==> config.mk <==
export PLATFORM = sky130hd
export DESIGN_NAME = phy_rst_lock_seq
export DESIGN_NICKNAME = d
export VERILOG_FILES = /design/src/rtl/phy_seq_pkg.sv /design/src/rtl/seq_settle.sv /design/src/rtl/seq_delay.sv /design/src/rtl/seq_try_ctr.sv /design/src/rtl/phy_rst_lock_seq.sv
export SDC_FILE = /design/constraint.sdc
export NUM_CORES = 1
export LEC_CHECK = 0
export BUFFER_PORTS_ARGS = -buffer_cell sky130_fd_sc_hd__buf_4
export CORE_ASPECT_RATIO = 0.5
export CORE_MARGIN = 5
export CORE_UTILIZATION = 60
export DETAILED_ROUTE_END_ITERATION = 6
export PLACE_DENSITY_LB_ADDON = 0.1
export SLEW_MARGIN = 15
export SYNTH_ARGS = -nofsm -noshare
export SYNTH_HDL_FRONTEND = slang
export SYNTH_HIERARCHICAL = 1
export SYNTH_SLANG_ARGS = --single-unit
==> constraint.sdc <==
create_clock -name clk -period 6.1 [get_ports clk]
set_input_delay 1.22 -clock clk [delete_from_list [all_inputs] [get_ports clk]]
set_output_delay 1.22 -clock clk [all_outputs]
set_load 0.01 [all_outputs]
==> src/rtl/phy_seq_pkg.sv <==
package phy_seq_pkg;

   typedef enum logic [1:0] {
      REQ_ADDR  = 2'd0,
      REQ_WRITE = 2'd1,
      REQ_READ  = 2'd2
   } req_kind_e;

   typedef enum logic [1:0] {
      RES_NONE    = 2'd0,
      RES_TIMEOUT = 2'd1,
      RES_ACCESS  = 2'd2
   } seq_res_e;

   typedef enum logic [3:0] {
      S_IDLE,
      S_RA_ISSUE,
      S_RA_WAIT,
      S_WR_ISSUE,
      S_WR_WAIT,
      S_DLY,
      S_PA_ISSUE,
      S_PA_WAIT,
      S_RD_ISSUE,
      S_RD_WAIT
   } seq_state_e;

endpackage

==> src/rtl/seq_settle.sv <==
// Reports ready once the clock enable has been held high for SETTLE_CYC cycles.
module seq_settle #(
   parameter int unsigned SETTLE_CYC = 15000
) (
   input  logic clk,
   input  logic rst_n,
   input  logic clk_on,
   output logic ready
);

   generate
      if (SETTLE_CYC == 0) begin : g_direct
         assign ready = clk_on;
      end else begin : g_count
         localparam int unsigned CW = $clog2(SETTLE_CYC + 1);
         localparam logic [CW-1:0] LIM = CW'(SETTLE_CYC);
         logic [CW-1:0] cnt_q;

         always_ff @(posedge clk or negedge rst_n) begin
            if (!rst_n)
               cnt_q <= '0;
            else if (!clk_on)
               cnt_q <= '0;
            else if (cnt_q != LIM)
               cnt_q <= cnt_q + CW'(1);
         end

         assign ready = (cnt_q == LIM);
      end
   endgenerate

endmodule

==> src/rtl/seq_delay.sv <==
// Down counter: after a load, expired rises in the DLY_CYC-th following cycle.
module seq_delay #(
   parameter int unsigned DLY_CYC = 15000
) (
   input  logic clk,
   input  logic rst_n,
   input  logic load,
   output logic expired
);

   localparam int unsigned CW = (DLY_CYC > 2) ? $clog2(DLY_CYC) : 1;
   localparam logic [CW-1:0] RELOAD = CW'(DLY_CYC - 1);

   logic [CW-1:0] cnt_q;

   always_ff @(posedge clk or negedge rst_n) begin
      if (!rst_n)
         cnt_q <= '0;
      else if (load)
         cnt_q <= RELOAD;
      else if (cnt_q != '0)
         cnt_q <= cnt_q - CW'(1);
   end

   assign expired = (cnt_q == '0);

endmodule

==> src/rtl/seq_try_ctr.sv <==
// Counts poll attempts; last flags the final permitted attempt.
module seq_try_ctr #(
   parameter int unsigned MAX_TRIES = 10
) (
   input  logic clk,
   input  logic rst_n,
   input  logic clr,
   input  logic inc,
   output logic last
);

   localparam int unsigned TW = (MAX_TRIES > 1) ? $clog2(MAX_TRIES) : 1;
   localparam logic [TW-1:0] LAST_V = TW'(MAX_TRIES - 1);

   logic [TW-1:0] cnt_q;

   always_ff @(posedge clk or negedge rst_n) begin
      if (!rst_n)
         cnt_q <= '0;
      else if (clr)
         cnt_q <= '0;
      else if (inc && cnt_q != LAST_V)
         cnt_q <= cnt_q + TW'(1);
   end

   assign last = (cnt_q == LAST_V);

endmodule

==> src/rtl/phy_rst_lock_seq.sv <==
module phy_rst_lock_seq
   import phy_seq_pkg::*;
#(
   parameter int unsigned DATA_W       = 16,
   parameter int unsigned RST_REG      = 'h7F3F,
   parameter int unsigned STAT_REG     = 'h2003,
   parameter int unsigned RST_BIT      = 0,
   parameter int unsigned LOCK_BIT     = 1,
   parameter int unsigned MAX_TRIES    = 10,
   parameter int unsigned POLL_DLY_CYC = 15000,
   parameter int unsigned SETTLE_CYC   = 15000
) (
   input  logic              clk,
   input  logic              rst_n,
   input  logic              refclk_on,
   input  logic              start,
   output logic              req_valid,
   output logic [1:0]        req_kind,
   output logic [DATA_W-1:0] req_data,
   input  logic              rsp_done,
   input  logic              rsp_err,
   input  logic [DATA_W-1:0] rsp_rdata,
   output logic              busy,
   output logic              done,
   output logic              ok,
   output logic [1:0]        err_code
);

   // elaboration-time parameter checks
   generate
      if (DATA_W < 8 || DATA_W > 32) begin : g_bad_width
         $error("DATA_W must lie in 8..32");
      end
      if (LOCK_BIT >= DATA_W || RST_BIT >= DATA_W) begin : g_bad_bit
         $error("LOCK_BIT and RST_BIT must lie inside DATA_W");
      end
      if (MAX_TRIES < 1) begin : g_bad_tries
         $error("MAX_TRIES must be at least 1");
      end
      if (POLL_DLY_CYC < 1) begin : g_bad_dly
         $error("POLL_DLY_CYC must be at least 1");
      end
   endgenerate

   localparam logic [DATA_W-1:0] RST_ADDR_V  = RST_REG[DATA_W-1:0];
   localparam logic [DATA_W-1:0] STAT_ADDR_V = STAT_REG[DATA_W-1:0];
   localparam logic [DATA_W-1:0] RST_WR_V    = DATA_W'(1) << RST_BIT;

   seq_state_e state_q, state_d;
   logic       ready, dly_load, dly_expired, try_clr, try_inc, try_last;
   logic       fin, fin_ok, accept;
   seq_res_e   fin_code;
   logic       done_q, ok_q;
   logic [1:0] code_q;

   seq_settle #(.SETTLE_CYC(SETTLE_CYC)) u_settle (
      .clk    (clk),
      .rst_n  (rst_n),
      .clk_on (refclk_on),
      .ready  (ready)
   );

   seq_delay #(.DLY_CYC(POLL_DLY_CYC)) u_delay (
      .clk     (clk),
      .rst_n   (rst_n),
      .load    (dly_load),
      .expired (dly_expired)
   );

   seq_try_ctr #(.MAX_TRIES(MAX_TRIES)) u_tries (
      .clk   (clk),
      .rst_n (rst_n),
      .clr   (try_clr),
      .inc   (try_inc),
      .last  (try_last)
   );

   assign accept = (state_q == S_IDLE) && start && ready;

   always_comb begin
      state_d  = state_q;
      dly_load = 1'b0;
      try_clr  = 1'b0;
      try_inc  = 1'b0;
      fin      = 1'b0;
      fin_ok   = 1'b0;
      fin_code = RES_NONE;
      unique case (state_q)
         S_IDLE:     if (accept) state_d = S_RA_ISSUE;
         S_RA_ISSUE: state_d = S_RA_WAIT;
         S_RA_WAIT: begin
            if (rsp_done) begin
               if (rsp_err) begin
                  fin = 1'b1; fin_code = RES_ACCESS;
               end else begin
                  state_d = S_WR_ISSUE;
               end
            end
         end
         S_WR_ISSUE: state_d = S_WR_WAIT;
         S_WR_WAIT: begin
            if (rsp_done) begin
               if (rsp_err) begin
                  fin = 1'b1; fin_code = RES_ACCESS;
               end else begin
                  state_d  = S_DLY;
                  dly_load = 1'b1;
                  try_clr  = 1'b1;
               end
            end
         end
         S_DLY:      if (dly_expired) state_d = S_PA_ISSUE;
         S_PA_ISSUE: state_d = S_PA_WAIT;
         S_PA_WAIT: begin
            if (rsp_done) begin
               if (rsp_err) begin
                  fin = 1'b1; fin_code = RES_ACCESS;
               end else begin
                  state_d = S_RD_ISSUE;
               end
            end
         end
         S_RD_ISSUE: state_d = S_RD_WAIT;
         S_RD_WAIT: begin
            if (rsp_done) begin
               if (rsp_err) begin
                  fin = 1'b1; fin_code = RES_ACCESS;
               end else if (rsp_rdata[LOCK_BIT]) begin
                  fin = 1'b1; fin_ok = 1'b1;
               end else if (try_last) begin
                  fin = 1'b1; fin_code = RES_TIMEOUT;
               end else begin
                  state_d  = S_DLY;
                  dly_load = 1'b1;
                  try_inc  = 1'b1;
               end
            end
         end
         default: state_d = S_IDLE;
      endcase
      if (fin) state_d = S_IDLE;
   end

   always_ff @(posedge clk or negedge rst_n) begin
      if (!rst_n) begin
         state_q <= S_IDLE;
         done_q  <= 1'b0;
         ok_q    <= 1'b0;
         code_q  <= RES_NONE;
      end else begin
         state_q <= state_d;
         done_q  <= fin;
         if (accept) begin
            ok_q   <= 1'b0;
            code_q <= RES_NONE;
         end else if (fin) begin
            ok_q   <= fin_ok;
            code_q <= fin_code;
         end
      end
   end

   always_comb begin
      req_valid = 1'b0;
      req_kind  = REQ_ADDR;
      req_data  = '0;
      case (state_q)
         S_RA_ISSUE: begin req_valid = 1'b1; req_kind = REQ_ADDR;  req_data = RST_ADDR_V;  end
         S_WR_ISSUE: begin req_valid = 1'b1; req_kind = REQ_WRITE; req_data = RST_WR_V;    end
         S_PA_ISSUE: begin req_valid = 1'b1; req_kind = REQ_ADDR;  req_data = STAT_ADDR_V; end
         S_RD_ISSUE: begin req_valid = 1'b1; req_kind = REQ_READ;  req_data = '0;          end
         default: ;
      endcase
   end

   assign busy     = (state_q != S_IDLE);
   assign done     = done_q;
   assign ok       = ok_q;
   assign err_code = code_q;

endmodule

==> flow_metrics.tcl <==
set metrics [dict create \
    yosys_warnings 6 \
    drt_wl_total_um 5086 \
    postCtsSetupRepairBufs 0 \
    ys_types 59 \
    min_from "err_code[0]" \
    status "completed" \
    avgRoutedWirePerCell_um 15.09 \
    peakVddDrop_uv 344.2 \
    netlist_area_mm2 0.002537 \
    ys_top_cells_by_area "dfrtp_1 39%, buf_4 4.1%, mux2i_1 3.6%" \
    multi_input_area_mm2 0.001336 \
    slew_viol_final 0 \
    seq_power_share 0.400 \
    pwr-share-clk 0.164 \
    path_max_fanout 18 \
    critPathBufInv 1 \
    p_leak_nw 1.152 \
    slew-limit-headroom 0.2943 \
    internal-power_uw 665.7 \
    hold_violations 0 \
    rows 16 \
    yosys.area.top_type "dfrtp_1" \
    antenna_found_initial 0 \
    maxCapViolCount 0 \
    finalSetupTns_ns 0 \
    clk_path_buf_depth 2 \
    crit_arrival_ns 2.08 \
    setup_viol 0 \
    timing.rr.start "u_settle/g_count.cnt_q[6]" \
    hold_depth 2 \
    grt_usage 0.1884 \
    layout-drive-gt1-share 0.1943 \
    grt_overflow 0 \
    synth_top_area_frac 0.3945 \
    coreArea_mm2 0.003984 \
    die-area_mm2 0.005709 \
    area_growth_pct 8.333 \
    dpl.hpwl_um 3667 \
    rsz0062_at_grt "false" \
    p_sw_frac 0.3958 \
    regArea_mm2 0.001001 \
    cts_tree "yes" \
    synthCells 268 \
    vias 2074 \
    synth_seq_area_share 0.3945 \
    drc 0 \
    cts_hold_buf 0 \
    final_core_util 0.6900 \
    initial_core_util 0.6369 \
    synth_ff_type "dfrtp_1" \
    min_to "err_code[0]" \
    cts.htree.levels 2 \
    cts_inserted_buffers 5 \
    cpMaxStageDelayCell "nor3_1" \
    cp_cell_sequence "nand2_1, nor3_1, buf_4" \
    grt_pass1_wl_um 8756 \
    ys_ff_latch 40 \
    power.density_mw_per_mm2 400.9 \
    finalCriticalPeriod_ns 3.295 \
    drt-vias-per-instance 6.154 \
    finClkSkew_ns 0.003205 \
    hold_class "register to register" \
    insertion_delay_ns 0.29 \
    synth_edf_count 0 \
    boundaryPins 46 \
    antenna_left 0 \
    post-route-period-util 0.5402 \
    clock-sinks 40 \
    r2r-end "state_q[1]" \
    clk_pin_slew_ns 0.08 \
    port_buffers 27 \
    first_pass_iters 4 \
    die_w_um 102.0 \
    detail_route.iter0.violations 79 \
    switchingPower_uw 436.2 \
    diodes 0 \
    gp_congestion 0.8390 \
    syn_avg_cell_area_um2 9.468 \
    p_comb_frac 0.435 \
    die_h_um 55.99 \
    root_buffer "clkbuf_8" \
    grt_pass1_vias 1913 \
    rr_worst_depth 7 \
    grt_max_degree 41 \
    async_flop_share 1.000 \
    num-fill-cells 315 \
    rrSetupSlack_ns 3.40 \
    worst_pin_slew_ns 1.044 \
    fmax_mhz 303.5 \
    end_kind "output port" \
    startpoint_type "register" \
    critPathRequiredTime_ns 4.88 \
    path_class "register to output port" \
    crit_family "simple AND/OR/NAND/NOR gates" \
    cpPeakStageDelay_ns 0.70 \
    cts_resized 0 \
    fin_nets 309 \
]
==> routing by layer <==
layer  up-vias  track usage  wire length (um)
li1        986            -                 -
met1      1008       0.2553              2339
met2        74       0.3093              2430
met3         6      0.04380               292
met4         0      0.03551                23
met5         -            0                 0
==> tightest hold or removal path, cell delays in order (launching register included) <==
cell	delay (ns)
dfrtp_1	0.36
nand3_1	0.07
nand2_1	0.06
==> sequential cells by signal (all words and copies together), names as in the netlist <==
signal / cells
u_settle/g_count.cnt_q: 14
err_code: 2
done: 1
state_q: 4
u_delay/cnt_q: 14
ok: 1
u_tries/cnt_q: 4
==> worst max path at each step <==
stage	cells past startpoint	slack, ns	from	to
after CTS	3	2.78	state_q[0]	req_data[4]
after detailed placement	6	2.88	rsp_done	u_delay/cnt_q[5]
final	3	2.80	state_q[0]	req_data[4]
after global placement	6	2.96	rsp_done	u_delay/cnt_q[5]
after floorplan	5	3.03	state_q[0]	req_data[10]
after global routing	3	2.53	state_q[0]	req_data[5]
==> cell families (layout without fill, tap and decap cells) <==
| kind of cell | after synthesis | after routing | share of synthesized area |
|---|---|---|---|
| and+or+nand+nor | 115 | 115 | 0.2786 |
| other | 1 | 3 | 0.001478 |
| muxes | 13 | 13 | 0.05621 |
| AOI/OAI and AO/OA | 54 | 54 | 0.1455 |
| DFF | 40 | 40 | 0.3945 |
| adders and majority gates | 5 | 5 | 0.02465 |
| xor gates and xnor gates | 5 | 5 | 0.01726 |
| buffers and inverters | 35 | 48 | 0.08185 |
==> layout make-up <==
cell class | instances | share of cell area
clock buffers | 6 | 0.03004
inverters | 13 | 0.01775
clock inverters | 2 | 0.003641
flip-flops and latches | 40 | 0.3641
well taps | 54 | 0.02458
repair buffers | 27 | 0.07374
multi-input cells | 195 | 0.4861
==> through the flow <==
step                      worst slack, ns  instance area, um2  power (mW)  hold WS (ns)  instances
final                               2.805                2749       1.102        0.5063        337
after floorplan                     3.030                2545      0.8113        0.4741        270
after global placement              2.965                2656      0.9060        0.4908        329
after global routing                2.526                2749       1.181        0.5270        337
after detailed placement            2.878                2656      0.9244        0.4833        329
after CTS                           2.780                2749       1.110        0.5103        337
==> synth_stat cells (all sizes together) (7+ instances only) <==
master / n
a21oi: 17
buf: 19
dfrtp: 40
inv: 13
mux2i: 9
nand2: 22
nand2b: 9
nand3: 7
nor2: 21
nor4: 11
o21ai: 8
o31ai: 11
==> power by group through the flow <==
stage          clock network, mW  registers, mW  logic [mW]
4_1_cts                    0.188          0.439       0.483
3_5_place_dp                   0          0.443       0.481
2_1_floorplan                  0          0.399       0.412
3_3_place_gp                   0          0.438       0.468
6_report                   0.181          0.441       0.479
5_1_grt                    0.199          0.453       0.530
==> cells in the final DEF (no fill, tap or decap), drive strengths merged, types with 2 or more instances in the layout <==
cell    count
dfrtp      40
buf        27
nand2      22
nor2       21
a21oi      17
inv        13
o31ai      11
nor4       11
nand2b      9
mux2i       9
o21ai       8
nand3       7
nor3        6
clkbuf      6
or4         6
nand4b      5
ha          5
or2         5
o311ai      4
nand3b      4
mux2        4
nor2b       3
conb        3
or3b        3
nand4       3
xor2        3
or3         3
xnor2       2
o211ai      2
o22ai       2
o21a        2
clkinv      2
a211o       2
a32o        2
Power figures use the tool's default switching activity.
